$ cat src/rtl/lcd_trig_pkg.sv
// Package: shared state encoding and register layout for the LCD frame writer.
// Assumes a 32-bit register data path.
package lcd_trig_pkg;
    localparam int REG_W      = 32;
    localparam int SETUP_W    = 4;
    localparam int CS_LSB     = 16;
    localparam int WR_LSB     = 12;
    localparam int MODE_BIT   = 0;
    localparam int CMD_BIT    = 1;
    localparam int DONE_BIT   = 2;

    typedef enum logic [2:0] {
        ST_IDLE,
        ST_WAIT,
        ST_CSU,
        ST_WSU,
        ST_STRB,
        ST_HOLD,
        ST_REL
    } seq_st_t;
endpackage

$ cat src/rtl/lcd_trig_regs.sv
// Module: trigger/status and timing registers.
// Generates a one-cycle start pulse when an enabled start command is written
// while the sequencer is idle. Holds the done flag (set by frame finish,
// cleared by trigger-register read or start; set wins).
// Assumes reg_sel selects between exactly two registers.
module lcd_trig_regs
    import lcd_trig_pkg::*;
(
    input  logic               clk,
    input  logic               rst_n,
    input  logic               reg_wr_en,
    input  logic               reg_rd_en,
    input  logic               reg_sel,
    input  logic [REG_W-1:0]   reg_wdata,
    output logic [REG_W-1:0]   reg_rdata,
    input  logic               busy,
    input  logic               frame_fin,
    output logic               start,
    output logic [SETUP_W-1:0] cs_setup,
    output logic [SETUP_W-1:0] wr_setup
);
    logic mode_q;
    logic done_q;
    logic trig_wr;
    logic rd_clr;

    // Decode register accesses and the start command.
    always_comb begin
        trig_wr = reg_wr_en && (reg_sel == 1'b0);
        rd_clr  = reg_rd_en && (reg_sel == 1'b0);
        start   = trig_wr && reg_wdata[MODE_BIT] && reg_wdata[CMD_BIT] && !busy;
    end

    // Register state: mode, done flag and setup counts.
    always_ff @(posedge clk) begin
        if (!rst_n) begin
            mode_q   <= 1'b0;
            done_q   <= 1'b0;
            cs_setup <= '0;
            wr_setup <= '0;
        end else begin
            if (trig_wr)
                mode_q <= reg_wdata[MODE_BIT];
            if (reg_wr_en && reg_sel) begin
                cs_setup <= reg_wdata[CS_LSB +: SETUP_W];
                wr_setup <= reg_wdata[WR_LSB +: SETUP_W];
            end
            if (frame_fin)
                done_q <= 1'b1;
            else if (start || rd_clr)
                done_q <= 1'b0;
        end
    end

    // Read mux; reserved and write-only bits read as zero.
    always_comb begin
        reg_rdata = '0;
        if (reg_sel == 1'b0) begin
            reg_rdata[MODE_BIT] = mode_q;
            reg_rdata[DONE_BIT] = done_q & mode_q;
        end else begin
            reg_rdata[CS_LSB +: SETUP_W] = cs_setup;
            reg_rdata[WR_LSB +: SETUP_W] = wr_setup;
        end
    end

    // A read clear without a simultaneous finish leaves the flag low.
    assert_rd_clear_R9: assert property (@(posedge clk) disable iff (!rst_n)
        (rd_clr && !frame_fin) |=> !done_q);
    // A start while busy never reaches the sequencer.
    assert_busy_ignore_R10: assert property (@(posedge clk) disable iff (!rst_n)
        (busy && trig_wr) |-> !start);
endmodule

$ cat src/rtl/lcd_strobe_seq.sv
// Module: per-word strobe sequencer and word counter.
// Assumes setup counts and frame_len are stable while a frame runs and that
// the source holds pix_valid and pix_data until pix_ready.
module lcd_strobe_seq
    import lcd_trig_pkg::*;
#(
    parameter int DATA_W = 16,
    parameter int LEN_W  = 8
) (
    input  logic               clk,
    input  logic               rst_n,
    input  logic               start,
    input  logic [LEN_W-1:0]   frame_len,
    input  logic [SETUP_W-1:0] cs_setup,
    input  logic [SETUP_W-1:0] wr_setup,
    input  logic [DATA_W-1:0]  pix_data,
    input  logic               pix_valid,
    output logic               pix_ready,
    output logic               bus_rs,
    output logic               bus_cs_n,
    output logic               bus_wr_n,
    output logic [DATA_W-1:0]  bus_data,
    output logic               busy,
    output logic               frame_fin
);
    seq_st_t            state;
    logic [SETUP_W-1:0] cnt;
    logic [LEN_W-1:0]   left;

    // Main sequencer: setup countdowns, strobe, release, word counting.
    always_ff @(posedge clk) begin
        if (!rst_n) begin
            state    <= ST_IDLE;
            cnt      <= '0;
            left     <= '0;
            bus_data <= '0;
        end else begin
            case (state)
                ST_IDLE: if (start && frame_len != '0) begin
                    state <= ST_WAIT;
                    left  <= frame_len;
                end
                ST_WAIT: if (pix_valid) begin
                    bus_data <= pix_data;
                    if (cs_setup != '0) begin
                        state <= ST_CSU;
                        cnt   <= cs_setup;
                    end else if (wr_setup != '0) begin
                        state <= ST_WSU;
                        cnt   <= wr_setup;
                    end else begin
                        state <= ST_STRB;
                    end
                end
                ST_CSU: if (cnt == SETUP_W'(1)) begin
                    if (wr_setup != '0) begin
                        state <= ST_WSU;
                        cnt   <= wr_setup;
                    end else begin
                        state <= ST_STRB;
                    end
                end else begin
                    cnt <= cnt - 1'b1;
                end
                ST_WSU: if (cnt == SETUP_W'(1)) state <= ST_STRB;
                        else cnt <= cnt - 1'b1;
                ST_STRB: begin
                    state <= ST_HOLD;
                    left  <= left - 1'b1;
                end
                ST_HOLD: state <= ST_REL;
                ST_REL:  state <= (left == '0) ? ST_IDLE : ST_WAIT;
                default: state <= ST_IDLE;
            endcase
        end
    end

    // Strobe decode from state.
    always_comb begin
        bus_rs    = (state == ST_CSU) || (state == ST_WSU) || (state == ST_STRB) ||
                    (state == ST_HOLD) || (state == ST_REL);
        bus_cs_n  = !((state == ST_WSU) || (state == ST_STRB) || (state == ST_HOLD));
        bus_wr_n  = (state != ST_STRB);
        pix_ready = (state == ST_STRB);
        busy      = (state != ST_IDLE);
        frame_fin = ((state == ST_REL) && (left == '0)) ||
                    ((state == ST_IDLE) && start && (frame_len == '0));
    end

    // Chip select only inside an active address phase.
    assert_cs_in_rs_R5: assert property (@(posedge clk) disable iff (!rst_n)
        !bus_cs_n |-> bus_rs);
    // Write strobe only inside chip select.
    assert_wr_in_cs_R6: assert property (@(posedge clk) disable iff (!rst_n)
        !bus_wr_n |-> (!bus_cs_n && bus_rs));
    // Write strobe is a single-cycle pulse followed by CS still low.
    assert_wr_pulse_R7: assert property (@(posedge clk) disable iff (!rst_n)
        !bus_wr_n |=> (bus_wr_n && !bus_cs_n));
    // A word is taken only when offered.
    assert_consume_R11: assert property (@(posedge clk) disable iff (!rst_n)
        pix_ready |-> pix_valid);
    // The frame counter never wraps: a finish returns to idle.
    assert_finish_idle_R8: assert property (@(posedge clk) disable iff (!rst_n)
        (frame_fin && busy) |=> !busy);
endmodule

$ cat src/rtl/lcd_frame_trigger.sv
// Module: top of the software-triggered LCD frame writer.
// Connects the register block to the strobe sequencer. Assumes a single
// panel port and that software keeps timing fields stable during a frame.
module lcd_frame_trigger
    import lcd_trig_pkg::*;
#(
    parameter int DATA_W = 16,
    parameter int LEN_W  = 8
) (
    input  logic              clk,
    input  logic              rst_n,
    input  logic              reg_wr_en,
    input  logic              reg_rd_en,
    input  logic              reg_sel,
    input  logic [31:0]       reg_wdata,
    output logic [31:0]       reg_rdata,
    input  logic [LEN_W-1:0]  frame_len,
    input  logic [DATA_W-1:0] pix_data,
    input  logic              pix_valid,
    output logic              pix_ready,
    output logic              lcd_rs,
    output logic              lcd_cs_n,
    output logic              lcd_wr_n,
    output logic [DATA_W-1:0] lcd_data
);
    logic               start;
    logic               busy;
    logic               frame_fin;
    logic [SETUP_W-1:0] cs_setup;
    logic [SETUP_W-1:0] wr_setup;

    lcd_trig_regs u_regs (
        .clk       (clk),
        .rst_n     (rst_n),
        .reg_wr_en (reg_wr_en),
        .reg_rd_en (reg_rd_en),
        .reg_sel   (reg_sel),
        .reg_wdata (reg_wdata),
        .reg_rdata (reg_rdata),
        .busy      (busy),
        .frame_fin (frame_fin),
        .start     (start),
        .cs_setup  (cs_setup),
        .wr_setup  (wr_setup)
    );

    lcd_strobe_seq #(.DATA_W(DATA_W), .LEN_W(LEN_W)) u_seq (
        .clk       (clk),
        .rst_n     (rst_n),
        .start     (start),
        .frame_len (frame_len),
        .cs_setup  (cs_setup),
        .wr_setup  (wr_setup),
        .pix_data  (pix_data),
        .pix_valid (pix_valid),
        .pix_ready (pix_ready),
        .bus_rs    (lcd_rs),
        .bus_cs_n  (lcd_cs_n),
        .bus_wr_n  (lcd_wr_n),
        .bus_data  (lcd_data),
        .busy      (busy),
        .frame_fin (frame_fin)
    );
endmodule

$ cat config.mk
export PLATFORM = sky130hd
export DESIGN_NAME = lcd_frame_trigger
export DESIGN_NICKNAME = d
export VERILOG_FILES = /design/src/rtl/lcd_trig_pkg.sv /design/src/rtl/lcd_trig_regs.sv /design/src/rtl/lcd_strobe_seq.sv /design/src/rtl/lcd_frame_trigger.sv
export SDC_FILE = /design/constraint.sdc
export NUM_CORES = 1
export LEC_CHECK = 0
export ABC_AREA = 1
export BUFFER_PORTS_ARGS = -buffer_cell sky130_fd_sc_hd__buf_2
export CAP_MARGIN = 20
export CORE_MARGIN = 3
export CORE_UTILIZATION = 35
export DETAILED_ROUTE_END_ITERATION = 10
export GPL_TIMING_DRIVEN = 0
export PLACE_DENSITY = 0.69
export SLEW_MARGIN = 30
export SYNTH_ARGS = -nofsm -noshare
export SYNTH_HDL_FRONTEND = slang
export SYNTH_SLANG_ARGS = --single-unit
$ cat constraint.sdc
create_clock -name clk -period 1.29 [get_ports clk]
set_input_delay 0.1935 -clock clk [delete_from_list [all_inputs] [get_ports clk]]
set_output_delay 0.1935 -clock clk [all_outputs]
set_load 0.01 [all_outputs]
==> metrics.md <==
| Metric | Value |
|---|---|
| Dominant synthesized flop cell | `dfxtp_1` |
| Share of the synthesized area in the top cell type | `33.3%` |
| Number of buffers created by CTS | `5` |
| Leak | `approximately 1.9 nW` |
| Setup repair after global routing missed its margin | `yes` |
| Wire length after detailed routing | `around 6600 um` |
| Most common cell in the netlist | `nand2_1` |
| Worst voltage drop across the vdd grid | `roughly 0.80 mV` |
| Net Sw Frac | `about two fifths` |
| Cell taking the most area after synthesis | `dfxtp_1` |
| Via count normalized by instance count | `4.53` |
| Highest cell delay on the worst timing path | `between 0.3 and 0.4 ns` |
| Clk_skew | `between 0.01 and 0.015 ns` |
| Final setup violation count | `19` |
| Critical R2R Capture | `u_seq.left[6]` |
| Pwr per Cell Area | `1630 nW/um2` |
| Crit-path most repeated cell | `nand3_2` |
| Buffers plus inverters on the worst setup path | `3` |
| Outcome | `finished, violations left` |
| Share of async-settable or async-resettable flops after synthesis | `0%` |
| Overall power of the completed layout | `approximately 5.9 mW` |
| Most used standard cells in the synthesized netlist | `nand2_1 (74), nor2_1 (71), inv_1 (59)` |
| Critical Path Slowest Stage Cell | `dfxtp_4` |
| Starting density of the core | `37.5%` |
| Switching pwr | `~2.4 mW` |
| Drc violations | `0` |
| Arrival @ worst endpoint | `1.25 ns` |
| Detailed-route wire length per cell | `between 10 and 15 um` |
| Syn Area/Cell | `around 6.3 um2` |
| GRT Overall Usage | `between 10% and 20%` |
| Violations in the final reports | `setup timing` |
| Final Critical Period | `about 1.4 ns` |
| Cells taking the most area after synthesis | `dfxtp_1 (33%), nand2_1 (11%), nor2_1 (11%)` |
| Wire length of the first global-routing pass | `10700 um` |
| Total standard cell area after synthesis | `approximately 2500 um2` |
| Worst Setup Start Kind | `flop` |
| Launching point of the worst reg2reg path | `u_seq.state[2]` |
| Cell Area, Placed | `3010 um2` |
| Final Non-Filler Cells | `605` |
| Highest attainable clock frequency | `about 690 MHz` |
| I/O pin count | `between 100 and 150` |
| Clock tree from TritonCTS | `done` |
| Via total after detailed routing | `about 2700` |
| Via count of the first global-routing pass | `2468` |
| Final net count | `between 500 and 600` |
| Cell row count | `29` |
| Width of the die | `about 90 um` |
| Number of pins with negative max-slew slack in the final report | `0` |
| Number of standard cells after synthesis | `391` |
| Number of inserted diodes | `0` |
| Final standard cell utilization of the core | `a little over half` |
| Skew-Pair Late Insertion Delay | `between 0.2 and 0.3 ns` |
| Period utilization | `112%` |
| Count of flip-flops with a built-in enable after synthesis | `0` |
| Fraction of power consumed by combinational cells | `roughly half` |
| RD Place Congestion | `about 0.86` |
| Hold buffer count at CTS | `0` |
| Final hold slack | `~0.11 ns` |
| Final instance area | `3610 um2` |
| Clock network fraction of design power | `a little under a fifth` |
| Number of hold violations in the final report | `0` |
| Die Ht | `89.9 um` |
| Number of placed cells counting well taps | `between 500 and 600` |
| Yosys reg bits | `41` |
| Hold path cells | `3` |
| Yosys synthesis warning count | `0` |
| P&R area growth vs syn | `46.6%` |
| Global-route congestion overflow total | `0` |
| Source of the worst hold timing path | `pix_data[1]` |
| Area of the die | `8080 um2` |
| Dominant delay contributor by cell family on the critical path | `flip-flops` |
| Clock-pin slew on the worst setup and hold paths | `approximately 0.08 ns` |
| Type of the setup path with the least slack | `reg2out` |
| Sequential group share of total power | `a little under a third` |
| Critical-path maximum fanout | `4` |
| IO Port Bufs | `a little under 70` |
| Post-DP HPWL | `roughly 4700 um` |
| Kind of path behind the tightest hold check | `in2reg` |
| CTS root buffer | `clkbuf_8` |
| Minimum setup slack after placement | `-0.157 ns` |
| Cell Int Power | `~3.5 mW` |
| Relative slew slack | `between 60% and 70%` |
| Length in cells of the worst reg-to-reg path | `9` |
| First-pass iteration count of the detailed router | `4` |
| Slew of the pin with the lowest slew margin | `approximately 0.54 ns` |
| Setup TNS | `-1.23 ns` |
| Post-synthesis sequential area ratio | `roughly 33%` |
| Worst endpoint required time | `approximately 1.1 ns` |
| Distinct cell type count after synthesis | `27` |
| Post-route setup slack | `-0.157 ns` |
| Cells along the critical path | `buf_4 -> nand3_2 -> nand3_2 -> inv_2 -> nand2_2 -> buf_6` |
| Kind of capture point of the worst setup path | `output port` |
| Initial antenna violation count | `0` |
| Count of maximum capacitance violations | `0` |
| R2R setup slack | `-0.08 ns` |
| Number of nets with antenna violations after detailed routing | `0` |
| Std-Cell Core Area | `between 6000 and 7000 um2` |
| Level count of the clock H-tree | `2` |
| Layout cell share with drive strength beyond 1 | `between 30% and 40%` |
| Hold-critical path endpoint | `u_seq.bus_data[1]` |
| Detailed router's first-iteration violation count | `approximately 250` |
| Pin count of the biggest net entering global routing | `13` |
| Bufs on Longest Clock Path | `2` |
| Number of sinks driven by the clock tree | `41` |
[layout by cell type (no fill, tap or decap), types with 12 or more instances in the layout]
cell type,n
nand2_1,70
nand3_1,25
buf_4,39
buf_2,67
buf_6,12
a21oi_1,18
inv_1,49
nor2_1,57
conb_1,22
o21ai_0,15
o21ai_2,12
dfxtp_1,36
[layer usage]
layer  track usage (%)  up-vias  share of wire, %  wire (um)
met1              19.6     1191                43       2830
met5                 0        -                 0          0
met3              4.76        4               8.5        565
li1                  -     1424                 -          -
met4              2.81        0              0.29         19
met2              25.5      120                49       3230
[final cells by class]
cell class | instances | area, um2
fillers | 620 | 2960
multi-input cells | 280 | 1520
flip-flops and latches | 41 | 835
repair buffers | 93 | 571
inverters | 61 | 244
plain buffers | 29 | 208
well taps | 93 | 116
clock buffers | 7 | 86.3
clock inverters | 1 | 30.0
[power by group through the flow]
| stage | sequential [mW] | combinational (mW) | clock (mW) |
|---|---|---|---|
| 2_1_floorplan | 1.75 | 1.58 | 0 |
| 5_1_grt | 1.80 | 3.39 | 1.16 |
| 3_3_place_gp | 1.72 | 2.10 | 0 |
| 3_5_place_dp | 1.72 | 2.14 | 0 |
| 4_1_cts | 1.74 | 2.46 | 1.10 |
| 6_report | 1.77 | 3.06 | 1.07 |
[flip-flops by register name, summed over array words and instances (netlist names)]
signal	flops
u_seq.bus_data	16
u_seq.left	8
u_regs.cs_setup	4
u_regs.wr_setup	4
u_seq.cnt	4
u_seq.state	3
u_regs.done_q	1
u_regs.mode_q	1
[tightest hold or removal path, stage by stage]
cell and delay (ns):
buf_2 0.08, nor2_1 0.03, nor2_1 0.06
[timing repair]
item / 4_1_cts / 5_1_grt
setup endpoints to repair: 26 / 32
buffers inserted: 13 / 11
resized for setup: 31 / 76
gates cloned: 0 / 1
pin swaps: 10 / 27
[how the worst max path moves through the flow]
stage / start / to / slack, ns / cells after the start
final: u_seq.state[0] / lcd_rs / -0.16 / 6
after CTS: u_seq.state[1] / lcd_rs / -0.16 / 8
after floorplan: u_seq.cnt[1] / u_seq.cnt[0] / 0.02 / 10
after global routing: u_seq.state[0] / lcd_rs / -0.23 / 8
after global placement: u_seq.cnt[1] / u_seq.cnt[0] / -0.13 / 10
after detailed placement: u_seq.cnt[1] / u_seq.cnt[2] / -0.16 / 10
[kinds of logic (layout without fill, tap and decap cells)]
group / count (synthesis) / count (layout) / share of synthesized area, %
and+or+nand+nor: 203 / 203 / 36.4
buffers and inverters: 91 / 191 / 17.8
AOI/OAI and AO/OA: 50 / 50 / 10.2
DFF: 41 / 41 / 33.3
adders and majority gates: 3 / 3 / 1.52
xor gates and xnor gates: 2 / 2 / 0.711
other: 1 / 22 / 0.152
Note: power is estimated with default switching activity, not from simulation.
